File: src/rtl/sched_pkg.sv
package sched_pkg;

    // Sequencer phases of the firing handshake.
    typedef enum logic [1:0] {
        C_IDLE = 2'd0,   // evaluate eligibility every cycle
        C_FIRE = 2'd1,   // fire strobe is high this cycle
        C_WAIT = 2'd2    // action running, waiting for done
    } ctl_e;

endpackage

File: src/rtl/act_elig.sv
module act_elig #(
    parameter int              CW       = 4,
    parameter int              RW       = 2,
    parameter int              N_ST     = 4,
    parameter logic [RW-1:0]   NEED_IN0 = '0,
    parameter logic [RW-1:0]   NEED_IN1 = '0,
    parameter logic [RW-1:0]   NEED_OUT = '0,
    parameter logic [N_ST-1:0] ST_MASK  = '1
) (
    input  logic [CW-1:0]               in0_lvl,
    input  logic [CW-1:0]               in1_lvl,
    input  logic [CW-1:0]               out_room,
    input  logic                        guard,
    input  logic [$clog2(N_ST)-1:0]     st,
    output logic                        ok
);
    localparam logic [CW-1:0] N0 = CW'(NEED_IN0);
    localparam logic [CW-1:0] N1 = CW'(NEED_IN1);
    localparam logic [CW-1:0] NO = CW'(NEED_OUT);

    logic tok_ok;
    logic room_ok;
    logic st_ok;

    always_comb begin
        tok_ok  = (in0_lvl >= N0) && (in1_lvl >= N1);
        room_ok = (out_room >= NO);
        st_ok   = ST_MASK[st];
        ok      = tok_ok && room_ok && st_ok && guard;
    end

endmodule

File: src/rtl/prio_pick.sv
module prio_pick #(
    parameter int N  = 4,
    localparam int IW = (N > 1) ? $clog2(N) : 1
) (
    input  logic [N-1:0]  req,
    output logic [N-1:0]  oh,
    output logic [IW-1:0] idx,
    output logic          any
);
    logic found;

    // Lowest index has the highest static priority.
    always_comb begin
        oh    = '0;
        idx   = '0;
        found = 1'b0;
        for (int i = 0; i < N; i++) begin
            if (req[i] && !found) begin
                oh[i] = 1'b1;
                idx   = IW'(i);
                found = 1'b1;
            end
        end
        any = found;
    end

endmodule

File: src/rtl/sched_ctl.sv
module sched_ctl
    import sched_pkg::*;
#(
    parameter int N_ACT = 4,
    parameter int N_ST  = 4,
    parameter logic [N_ACT*$clog2(N_ST)-1:0] NEXT_TAB = '0,
    parameter logic [$clog2(N_ST)-1:0]       INIT_ST  = '0,
    localparam int SW = $clog2(N_ST),
    localparam int IW = (N_ACT > 1) ? $clog2(N_ACT) : 1
) (
    input  logic             clk,
    input  logic             rst_n,
    input  logic             any_ok,
    input  logic [N_ACT-1:0] pick_oh,
    input  logic [IW-1:0]    pick_idx,
    input  logic             done,
    output logic [N_ACT-1:0] fire,
    output logic             busy,
    output logic [SW-1:0]    st
);
    ctl_e             ctl_q, ctl_d;
    logic [N_ACT-1:0] grant_q;
    logic [IW-1:0]    gidx_q;
    logic [SW-1:0]    st_q;

    // Transitions: START (IDLE->FIRE), ISSUE (FIRE->WAIT), RETIRE (WAIT->IDLE).
    always_comb begin
        ctl_d = ctl_q;
        unique case (ctl_q)
            C_IDLE:  if (any_ok) ctl_d = C_FIRE;
            C_FIRE:  ctl_d = C_WAIT;
            C_WAIT:  if (done) ctl_d = C_IDLE;
            default: ctl_d = C_IDLE;
        endcase
    end

    // State register, captured grant and actor control state.
    always_ff @(posedge clk or negedge rst_n) begin
        if (!rst_n) begin
            ctl_q   <= C_IDLE;
            grant_q <= '0;
            gidx_q  <= '0;
            st_q    <= INIT_ST;
        end else begin
            ctl_q <= ctl_d;
            if (ctl_q == C_IDLE && any_ok) begin
                grant_q <= pick_oh;
                gidx_q  <= pick_idx;
            end
            if (ctl_q == C_WAIT && done) begin
                st_q <= NEXT_TAB[int'(gidx_q)*SW +: SW];
            end
        end
    end

    // Outputs decoded from the sequencer phase.
    always_comb begin
        fire = '0;
        busy = 1'b0;
        unique case (ctl_q)
            C_IDLE:  busy = 1'b0;
            C_FIRE:  begin fire = grant_q; busy = 1'b1; end
            C_WAIT:  busy = 1'b1;
            default: busy = 1'b0;
        endcase
        st = st_q;
    end

endmodule

File: src/rtl/actor_sched.sv
module actor_sched #(
    parameter int N_ACT = 4,
    parameter int N_ST  = 4,
    parameter int CW    = 4,
    parameter int RW    = 2,
    parameter logic [N_ACT*RW-1:0]           RATE_IN0 = 8'h06,
    parameter logic [N_ACT*RW-1:0]           RATE_IN1 = 8'h14,
    parameter logic [N_ACT*RW-1:0]           RATE_OUT = 8'h85,
    parameter logic [N_ACT*N_ST-1:0]         ALLOW    = 16'hCF63,
    parameter logic [N_ACT*$clog2(N_ST)-1:0] NEXT_TAB = 8'h39,
    parameter logic [$clog2(N_ST)-1:0]       INIT_ST  = '0
) (
    input  logic                    clk,
    input  logic                    rst_n,
    input  logic [CW-1:0]           in0_lvl,
    input  logic [CW-1:0]           in1_lvl,
    input  logic [CW-1:0]           out_room,
    input  logic [N_ACT-1:0]        guard,
    input  logic                    done,
    output logic [N_ACT-1:0]        fire,
    output logic                    busy,
    output logic [$clog2(N_ST)-1:0] fsm_st
);
    localparam int SW = $clog2(N_ST);
    localparam int IW = (N_ACT > 1) ? $clog2(N_ACT) : 1;

    logic [N_ACT-1:0] ok;
    logic [N_ACT-1:0] pick_oh;
    logic [IW-1:0]    pick_idx;
    logic             any_ok;
    logic [SW-1:0]    st;

    for (genvar a = 0; a < N_ACT; a++) begin : g_act
        act_elig #(
            .CW       (CW),
            .RW       (RW),
            .N_ST     (N_ST),
            .NEED_IN0 (RATE_IN0[a*RW +: RW]),
            .NEED_IN1 (RATE_IN1[a*RW +: RW]),
            .NEED_OUT (RATE_OUT[a*RW +: RW]),
            .ST_MASK  (ALLOW[a*N_ST +: N_ST])
        ) u_elig (
            .in0_lvl  (in0_lvl),
            .in1_lvl  (in1_lvl),
            .out_room (out_room),
            .guard    (guard[a]),
            .st       (st),
            .ok       (ok[a])
        );
    end

    prio_pick #(.N(N_ACT)) u_pick (
        .req (ok),
        .oh  (pick_oh),
        .idx (pick_idx),
        .any (any_ok)
    );

    sched_ctl #(
        .N_ACT    (N_ACT),
        .N_ST     (N_ST),
        .NEXT_TAB (NEXT_TAB),
        .INIT_ST  (INIT_ST)
    ) u_ctl (
        .clk      (clk),
        .rst_n    (rst_n),
        .any_ok   (any_ok),
        .pick_oh  (pick_oh),
        .pick_idx (pick_idx),
        .done     (done),
        .fire     (fire),
        .busy     (busy),
        .st       (st)
    );

    assign fsm_st = st;

endmodule

File: config.mk
export PLATFORM = sky130hd
export DESIGN_NAME = actor_sched
export DESIGN_NICKNAME = d
export VERILOG_FILES = /design/src/rtl/sched_pkg.sv /design/src/rtl/act_elig.sv /design/src/rtl/prio_pick.sv /design/src/rtl/sched_ctl.sv /design/src/rtl/actor_sched.sv
export SDC_FILE = /design/constraint.sdc
export NUM_CORES = 1
export LEC_CHECK = 0
export ABC_AREA = 1
export BUFFER_PORTS_ARGS = -buffer_cell sky130_fd_sc_hd__buf_2
export CORE_AREA = 2 2 43 53
export DETAILED_ROUTE_END_ITERATION = 10
export DIE_AREA = 0 0 45 55
export HOLD_SLACK_MARGIN = 0.08
export SLEW_MARGIN = 15
export SYNTH_ARGS = -nofsm -noshare
export SYNTH_HDL_FRONTEND = slang
export SYNTH_SLANG_ARGS = --single-unit
File: constraint.sdc
create_clock -name clk -period 1.6 [get_ports clk]
set_input_delay 0.16 -clock clk [delete_from_list [all_inputs] [get_ports clk]]
set_output_delay 0.16 -clock clk [all_outputs]
set_load 0.005 [all_outputs]
==> results of run 1 <==
critical path: cells and delay by family, from the launching register on:
family	cells	cell delay, ps
and+or+nand+nor	1	70
DFF	1	390
buffers and inverters	3	250
adders and majority gates	1	230
state kept, by name, indices dropped and copies added (netlist names):
register / cells
u_ctl.grant_q: 4
u_ctl.ctl_q: 2
u_ctl.gidx_q: 2
u_ctl.st: 2
kinds of logic after synthesis:
family / synth area share
AOI/OAI and AO/OA: 0.0319
adders and majority gates: 0.101
buffers and inverters: 0.123
and+or+nand+nor: 0.408
DFF: 0.336
worst min-delay path by stage:
stage	startpoint	end	slack, ps
5_1_grt	rst_n	u_ctl.st[1]	300
3_3_place_gp	rst_n	u_ctl.st[1]	30
6_report	guard[2]	u_ctl.grant_q[2]	280
2_1_floorplan	rst_n	u_ctl.ctl_q[0]	-140
3_5_place_dp	rst_n	u_ctl.st[1]	40
4_1_cts	guard[2]	u_ctl.grant_q[2]	270
report_power, final:
part / switching [mW] / internal (mW) / total, mW
clock network: 0.0807 / 0.0866 / 0.167
registers: 0.0801 / 0.369 / 0.449
logic: 0.391 / 0.272 / 0.663
total: 0.552 / 0.727 / 1.28
layout by cell type (no fill, tap or decap), types with 2 or more instances in the layout:
| master | n |
|---|---|
| sky130_fd_sc_hd__nand4_1 | 2 |
| sky130_fd_sc_hd__nor2_4 | 2 |
| sky130_fd_sc_hd__dfrtp_1 | 10 |
| sky130_fd_sc_hd__buf_2 | 25 |
| sky130_fd_sc_hd__clkbuf_4 | 3 |
| sky130_fd_sc_hd__nor2_2 | 3 |
| sky130_fd_sc_hd__a21oi_1 | 2 |
| sky130_fd_sc_hd__inv_2 | 2 |
| sky130_fd_sc_hd__nand2_2 | 4 |
| sky130_fd_sc_hd__nand3_1 | 4 |
| sky130_fd_sc_hd__nand2_4 | 2 |
| sky130_fd_sc_hd__nor2_1 | 6 |
| sky130_fd_sc_hd__inv_1 | 18 |
| sky130_fd_sc_hd__ha_1 | 6 |
| sky130_fd_sc_hd__nand2_1 | 34 |
through the flow:
stage,utilization,power (mW),cell area (sq um)
floorplan,-,0.952,744
global placement,0.448,1.11,887
detailed placement,0.448,1.13,887
CTS,0.464,1.31,920
global route,0.464,1.45,920
finish,0.464,1.28,920
area by class of cell:
type | count | area [sq um] | area share
clock buffer | 3 | 22.5 | 0.0245
timing repair buffer | 26 | 135 | 0.147
inverter | 22 | 83.8 | 0.0912
tap | 20 | 25.0 | 0.0272
sequential | 10 | 250 | 0.272
multi-input combinational | 70 | 403 | 0.438
routing by layer:
layer  track usage  wire length (um)  vias up
met2         0.250               675       22
li1              -                 -      362
met5             0                 0        -
met4        0.0931                51        0
met3       0.00974                60        4
met1         0.149               582      278
==> impl_metrics.ini, run 1 <==
[finish]
syn_to_final_growth_pct = 23.5
fill_cells = 217
nets = 158
antenna_cells_inserted = 0
final_cell_count_no_fill = 151
post_route_cells_drive_above_1_share = 0.344

[critical_path]
crit-reg2reg-launch = u_ctl.ctl_q[1]
critPathKind = register to primary output
r2r_setup_slack_ps = 330
path_max_fanout = 4
critPathLaunch = u_ctl.ctl_q[1]
cp_slowest_stage_delay_ps = 390
crit_path_cell_trace = inv_1 -> ha_1 -> nand2_1 -> inv_1 -> buf_2
worst-endpoint-arrival_ps = 1190
setup.worst_path.start_class = register
wp_data_required_ps = 1440
worstReg2RegEnd = u_ctl.gidx_q[1]
crit_top_cell = sky130_fd_sc_hd__inv_1
critPathCaptureType = primary output
slowest_stage = sky130_fd_sc_hd__dfrtp_1
crit_end = fire[0]
worst_reg_to_reg_path_cell_count = 6

[timing]
finalHoldViolations = 0
period_needed_ps = 1350
period_share = 0.842
timing.hold.ws_ps = 279
final.setup_skew_ps = 3.33
finalSetupViolations = 0
worst_slack_ps = 253
slew_headroom = 0.835
worst_slew_pin_slew_ps = 247
final-max-slew-violation-count = 0
fmax_mhz = 743
rsz_0062_raised_after_global_routing = no
total_negative_setup_slack_ps = 0

[routing]
drt-pass1-iter-count = 3
vias_per_cell = 4.41
via_count = 666
routed_wirelength_mm = 1.37
avgRoutedWirePerCell_um = 9.07
detail_route.iter0.violations = 6
drcViolationCount = 0
final_antenna_net_count = 0

[floorplan]
fp.dieArea_sq_um = 2480
core_region_area_sq_um = 1980
chipWidth_um = 45
fp.dieH_um = 55
starting_utilization_of_the_core_area = 0.376
num_rows = 18
io_pins = 26

[clocking]
postCtsResizedCells = 0
hold_buffers = 1
cts-root-to-sink-buffers = 2
tritoncts = yes
cts_made_buffers = 3
htree_levels = 1
clockRootBuffer = sky130_fd_sc_hd__clkbuf_4
clkLatencyLatePin_ps = 250
post_cts.repair.setup_buffers = 0
clkTransAtPathRegs_ps = 60
clock_sink_count = 10

[global_route]
grt_start_max_net_pins = 11
track_usage = 0.137
antenna_found_initial = 0
global_route.overflow_total = 0
global_route_wire_length_before_repair_mm = 2.44
number_of_global_route_vias_before_repair = 638

[synth]
ys_ff_latch = 10
yosys_warnings = 0
most_numerous_cell_in_the_yosys_netlist = sky130_fd_sc_hd__nand2_1
synth-async-reset-ratio = 1.00
edff_count_synth = 0
share_of_the_synthesized_area_in_the_top_cell_type = 0.336
ys.flop_type = sky130_fd_sc_hd__dfrtp_1
syn_nets = 128
leading_cell_types_by_count_after_synthesis = sky130_fd_sc_hd__nand2_1, sky130_fd_sc_hd__inv_1, sky130_fd_sc_hd__dfrtp_1
synth_area_per_cell_sq_um = 7.23
netlist-cell-type-count = 21
synth_area_sq_um = 744
synthesis.instances = 103
synth_top_area_cell = sky130_fd_sc_hd__dfrtp_1
synth.yosys.seq_area_share = 0.336
largest_cells_by_area_after_synthesis = sky130_fd_sc_hd__dfrtp_1, sky130_fd_sc_hd__nand2_1, sky130_fd_sc_hd__ha_1

[placed_design]
detailedPlacementHpwl_mm = 1.24
buffer_ports.inserted = 25
inst_count_dp = 147
place.gp.congestion = 0.756
dp_slack_ps = 335

[power]
leakage_power_summed_over_all_cells_nw = 0.571
vdd_ir_drop_max_mv = 0.497
pwr_density_cell_nw_per_um2 = 1390

[flow_run]
drv.max_cap_violation_count = 0

[status]
run_status = finished, final reports clean

[min_path]
hold_removal_path_class = input pin to register
hold_path_cell_cnt = 5
Note: power is estimated with default switching activity, not from simulation.
==> run 2, diff against run 1 <==
--- a/config.mk
+++ b/config.mk
@@ -11,6 +11,7 @@
 export DETAILED_ROUTE_END_ITERATION = 10
 export DIE_AREA = 0 0 45 55
 export HOLD_SLACK_MARGIN = 0.08
+export PLACE_DENSITY = 0.66
 export SLEW_MARGIN = 15
 export SYNTH_ARGS = -nofsm -noshare
 export SYNTH_HDL_FRONTEND = slang
==> constraint.sdc (replaced) <==
create_clock -name clk -period 1.2 [get_ports clk]
set_input_delay 0.12 -clock clk [delete_from_list [all_inputs] [get_ports clk]]
set_output_delay 0.12 -clock clk [all_outputs]
set_load 0.005 [all_outputs]
==> impl_metrics.ini, run 2 (synthesis results as in run 1) <==
[placed_design]
placedInstanceArea_sq_um = 910
place.gp.congestion = 0.771
detailedPlacementHpwl_mm = 1.21
buffer_ports.inserted = 25

[floorplan]
fp.dieH_um = 55
num_rows = 18
starting_utilization_of_the_core_area = 0.376
core_region_area_sq_um = 1980
fp.dieArea_sq_um = 2480
io_pins = 26
chipWidth_um = 45

[critical_path]
critPathKind = register to primary output
path_max_fanout = 4
r2r_setup_slack_ps = -20
worst_reg_to_reg_path_cell_count = 9
wp_data_required_ps = 1080
worstReg2RegEnd = u_ctl.gidx_q[1]
crit-reg2reg-launch = u_ctl.st[1]
setup.worst_path.start_class = register
worst-endpoint-arrival_ps = 1150
critPathCaptureType = primary output

[routing]
drt-pass1-iter-count = 4
routed_wirelength_mm = 1.42
vias_per_cell = 4.50
via_count = 706
final_antenna_net_count = 0
avgRoutedWirePerCell_um = 9.03
drcViolationCount = 0
detail_route.iter0.violations = 22

[global_route]
global_route.overflow_total = 0
grt_start_max_net_pins = 11
track_usage = 0.140
number_of_global_route_vias_before_repair = 646
antenna_found_initial = 0
grt_util_met1 = 0.171
global_route_track_usage_on_met3 = 0.00974
global_route_wire_length_before_repair_mm = 2.52
grt_most_used_layer = met2
grt_use_met2 = 0.231

[min_path]
endpoint_of_the_worst_hold_path = u_ctl.st[0]
hold_start = done
hold_removal_path_class = input pin to register
hold_path_cell_cnt = 3

[power]
vdd_ir_drop_max_mv = 0.694
pwr_density_cell_nw_per_um2 = 1990
leakage_power_summed_over_all_cells_nw = 0.614

[finish]
antenna_cells_inserted = 0
fill_cells = 195
commonest_cells_after_routing_fill_and_taps_aside = sky130_fd_sc_hd__nand2_1, sky130_fd_sc_hd__buf_2, sky130_fd_sc_hd__inv_1
post_route_cells_drive_above_1_share = 0.438
final_common_cell = sky130_fd_sc_hd__nand2_1
syn_to_final_growth_pct = 36.1
post-route-cell-area_sq_um = 1010
regArea_sq_um = 250
largest_register = u_ctl.grant_q
area_taken_by_multi_input_logic_gates_sq_um = 438
nets = 163
largest_register_ff_count = 4

[clocking]
htree_levels = 1
clockRootBuffer = sky130_fd_sc_hd__clkbuf_4
tritoncts = yes
clkLatencyLatePin_ps = 270
cts-root-to-sink-buffers = 2
clkTransAtPathRegs_ps = 70
cts_made_buffers = 3
clock_sink_count = 10

[timing]
final.setup_skew_ps = 4.43
finalHoldViolations = 0
worst_slack_ps = -72.7
rsz_0062_raised_after_global_routing = yes
fmax_mhz = 786
finalSetupViolations = 11
slew_headroom = 0.845
period_needed_ps = 1270
worst_slew_pin_slew_ps = 233
final-max-slew-violation-count = 0
total_negative_setup_slack_ps = -411
period_share = 1.06

[status]
violations_in_the_final_reports = negative setup slack
run_status = finished, violations left

[flow_run]
drv.max_cap_violation_count = 0
[run 2: how the worst max path moves through the flow]
stage / cells after the start / startpoint / slack, ps / end
floorplan: 6 / u_ctl.ctl_q[0] / 80 / u_ctl.gidx_q[1]
global placement: 8 / u_ctl.st[1] / 20 / u_ctl.gidx_q[1]
detailed placement: 8 / u_ctl.st[1] / -20 / u_ctl.gidx_q[1]
CTS: 6 / u_ctl.ctl_q[1] / -90 / fire[0]
global route: 9 / u_ctl.st[1] / -170 / u_ctl.ctl_q[1]
finish: 5 / u_ctl.ctl_q[0] / -70 / fire[0]
[run 2: what timing repair did]
item,in CTS,in global routing
hold endpoints to repair,10,0
pin swaps,4,3
resized for setup,5,7
setup buffers,1,1
hold buffers,1,0
endpoints found under the setup margin,11,13
[run 2: critical path: stages, from the launching register on]
cell and delay [ps]:
sky130_fd_sc_hd__dfrtp_1 390, sky130_fd_sc_hd__buf_6 130, sky130_fd_sc_hd__ha_4 160, sky130_fd_sc_hd__nand2_1 50
sky130_fd_sc_hd__inv_1 30, sky130_fd_sc_hd__buf_2 110
[run 2: final cells by class]
| cell class | count | area share |
|---|---|---|
| multi-input combinational | 70 | 0.432 |
| sequential | 10 | 0.247 |
| timing repair buffer | 31 | 0.178 |
| inverter | 22 | 0.0827 |
| clock buffer | 4 | 0.0358 |
| tap | 20 | 0.0247 |
[run 2: per-stage QoR]
step | setup WS [ps] | hold slack (ps) | utilization | power [mW] | std cells
after floorplan | 75.4 | -176 | - | 1.27 | 103
after global placement | 24.0 | -12.4 | 0.459 | 1.53 | 150
after detailed placement | -21.9 | -7.62 | 0.459 | 1.56 | 150
after CTS | -86.0 | 211 | 0.496 | 1.95 | 156
after global routing | -167 | 223 | 0.511 | 2.24 | 157
final | -72.7 | 214 | 0.511 | 2.02 | 157
[run 2: routing by layer]
layer,share of wire,vias to the layer above
met5,0,-
met4,0.023,0
met3,0.046,4
met2,0.51,22
met1,0.42,304
li1,-,376
[run 2: report_power, final]
group	switching [mW]	leakage, nW	total, mW	internal, mW
clock network	0.126	0.0210	0.310	0.185
registers	0.109	0.123	0.601	0.492
logic	0.601	0.470	1.11	0.505
total	0.836	0.614	2.02	1.18
==> run 3, diff against run 2 <==
--- a/config.mk
+++ b/config.mk
@@ -6,11 +6,12 @@
 export NUM_CORES = 1
 export LEC_CHECK = 0
 export ABC_AREA = 1
-export BUFFER_PORTS_ARGS = -buffer_cell sky130_fd_sc_hd__buf_2
+export BUFFER_PORTS_ARGS = -buffer_cell sky130_fd_sc_hd__buf_4
 export CORE_AREA = 2 2 43 53
 export DETAILED_ROUTE_END_ITERATION = 10
 export DIE_AREA = 0 0 45 55
 export HOLD_SLACK_MARGIN = 0.08
+export MAX_ROUTING_LAYER = met4
 export PLACE_DENSITY = 0.66
 export SLEW_MARGIN = 15
 export SYNTH_ARGS = -nofsm -noshare
==> impl_metrics.ini, run 3 (synthesis results as in run 1) <==
[timing]
timing.hold.ws_ps = 232
worst_slack_ps = -90.0
slew_headroom = 0.896
worst_slew_pin_slew_ps = 154
finalHoldViolations = 0
final.setup_skew_ps = 5.55
finalSetupViolations = 10
period_needed_ps = 1290
final-max-slew-violation-count = 0
period_share = 1.07
fmax_mhz = 775
rsz_0062_raised_after_global_routing = yes
total_negative_setup_slack_ps = -481

[power]
fin_total_pwr_mw = 2.26
vdd_ir_drop_max_mv = 0.893
leakage_power_summed_over_all_cells_nw = 0.645
pwr_density_cell_nw_per_um2 = 1990

[floorplan]
core_region_area_sq_um = 1980
num_rows = 18
chipWidth_um = 45
io_pins = 26
fp.dieH_um = 55
starting_utilization_of_the_core_area = 0.376
fp.dieArea_sq_um = 2480

[clocking]
htree_levels = 1
cts-root-to-sink-buffers = 2
clkTransAtPathRegs_ps = 70
clkLatencyLatePin_ps = 260
clock_sink_count = 10
cts_made_buffers = 3
tritoncts = yes
clockRootBuffer = sky130_fd_sc_hd__clkbuf_4

[critical_path]
path_max_fanout = 4
critPathCaptureType = primary output
slowest_stage = sky130_fd_sc_hd__dfrtp_1
critPathKind = register to primary output
setup.worst_path.start_class = register
worst-endpoint-arrival_ps = 1170
crit_path_cell_trace = inv_2 -> buf_6 -> ha_4 -> nand2_1 -> inv_1 -> buf_6
wp_data_required_ps = 1080
path_delay_family = flip-flops
cp_slowest_stage_delay_ps = 390
crit_top_cell = sky130_fd_sc_hd__buf_6
cp_num_buf_inv = 4

[routing]
via_count = 745
final_antenna_net_count = 0
detail_route.iter0.violations = 13
routed_wirelength_mm = 1.56
drcViolationCount = 0
drt-pass1-iter-count = 4
vias_per_cell = 4.63
avgRoutedWirePerCell_um = 9.67

[placed_design]
dp_slack_ps = -12.1
inst_count_dp = 150
buffer_ports.inserted = 25
place.gp.congestion = 0.778
placedInstanceArea_sq_um = 972
detailedPlacementHpwl_mm = 1.26

[finish]
syn_to_final_growth_pct = 52.8
post-route-cell-area_sq_um = 1140
antenna_cells_inserted = 0
largest_register_ff_count = 4
final_cell_count_no_fill = 161
fill_cells = 179
final_core_area_utilization = 0.574
post_route_cells_drive_above_1_share = 0.504
nets = 167
largest_register = u_ctl.grant_q
commonest_cells_after_routing_fill_and_taps_aside = sky130_fd_sc_hd__nand2_1, sky130_fd_sc_hd__buf_4, sky130_fd_sc_hd__inv_1

[min_path]
hold_removal_path_class = input pin to async pin

[global_route]
number_of_global_route_vias_before_repair = 690
global_route.overflow_total = 0
antenna_found_initial = 0
global_route_wire_length_before_repair_mm = 2.66
grt_start_max_net_pins = 11
track_usage = 0.150

[status]
run_status = finished, violations left
violations_in_the_final_reports = negative setup slack

[flow_run]
drv.max_cap_violation_count = 0
==> run 3: changes by cell type in the layout (fill, tap and decap cells not counted), sizes merged <==
cell / before / now
buf: 30 / 34
==> run 3: cell type report <==
| cell class | instances | area [sq um] | area share |
|---|---|---|---|
| Sequential cell | 10 | 250 | 0.220 |
| Clock buffer | 4 | 36.3 | 0.0319 |
| Tap cell | 20 | 25.0 | 0.0220 |
| Multi-Input combinational cell | 70 | 450 | 0.396 |
| Timing Repair Buffer | 35 | 292 | 0.256 |
| Inverter | 22 | 83.8 | 0.0737 |
==> run 3: path summary, 6_finish.rpt <==
kind                                        from  slack [ps]  cells past startpoint               end
worst min register to register  u_ctl.grant_q[1]         490                      2  u_ctl.grant_q[1]
max in group asynchronous                  rst_n         820                      2    u_ctl.ctl_q[0]
worst max-delay path              u_ctl.ctl_q[1]         -90                      6           fire[1]
worst min-delay path                       rst_n         230                      2       u_ctl.st[1]
worst max register to register       u_ctl.st[1]         -40                      9    u_ctl.ctl_q[0]
min in group clk                            done         240                      3       u_ctl.st[1]
==> run 3: report_power, final <==
group | internal, mW | switching, mW | total [mW]
sequential | 0.492 | 0.122 | 0.613
clock | 0.184 | 0.109 | 0.293
combinational | 0.696 | 0.657 | 1.35
total | 1.37 | 0.887 | 2.26
==> run 3: timing repair <==
| item | 4_1_cts | 5_1_grt |
|---|---|---|
| buffers inserted | 2 | 4 |
| endpoints found under the hold margin | 10 | 0 |
| resized for setup | 10 | 15 |
| pin swaps | 1 | 6 |
| endpoints found under the setup margin | 10 | 13 |
| hold buffers | 1 | 0 |
==> run 3: layer usage <==
layer	vias to the layer above	global-route usage	share of wire
li1	381	-	-
met1	338	0.165	0.40
met2	22	0.257	0.54
met3	4	0.00974	0.034
met4	0	0.103	0.025
met5	-	-	0
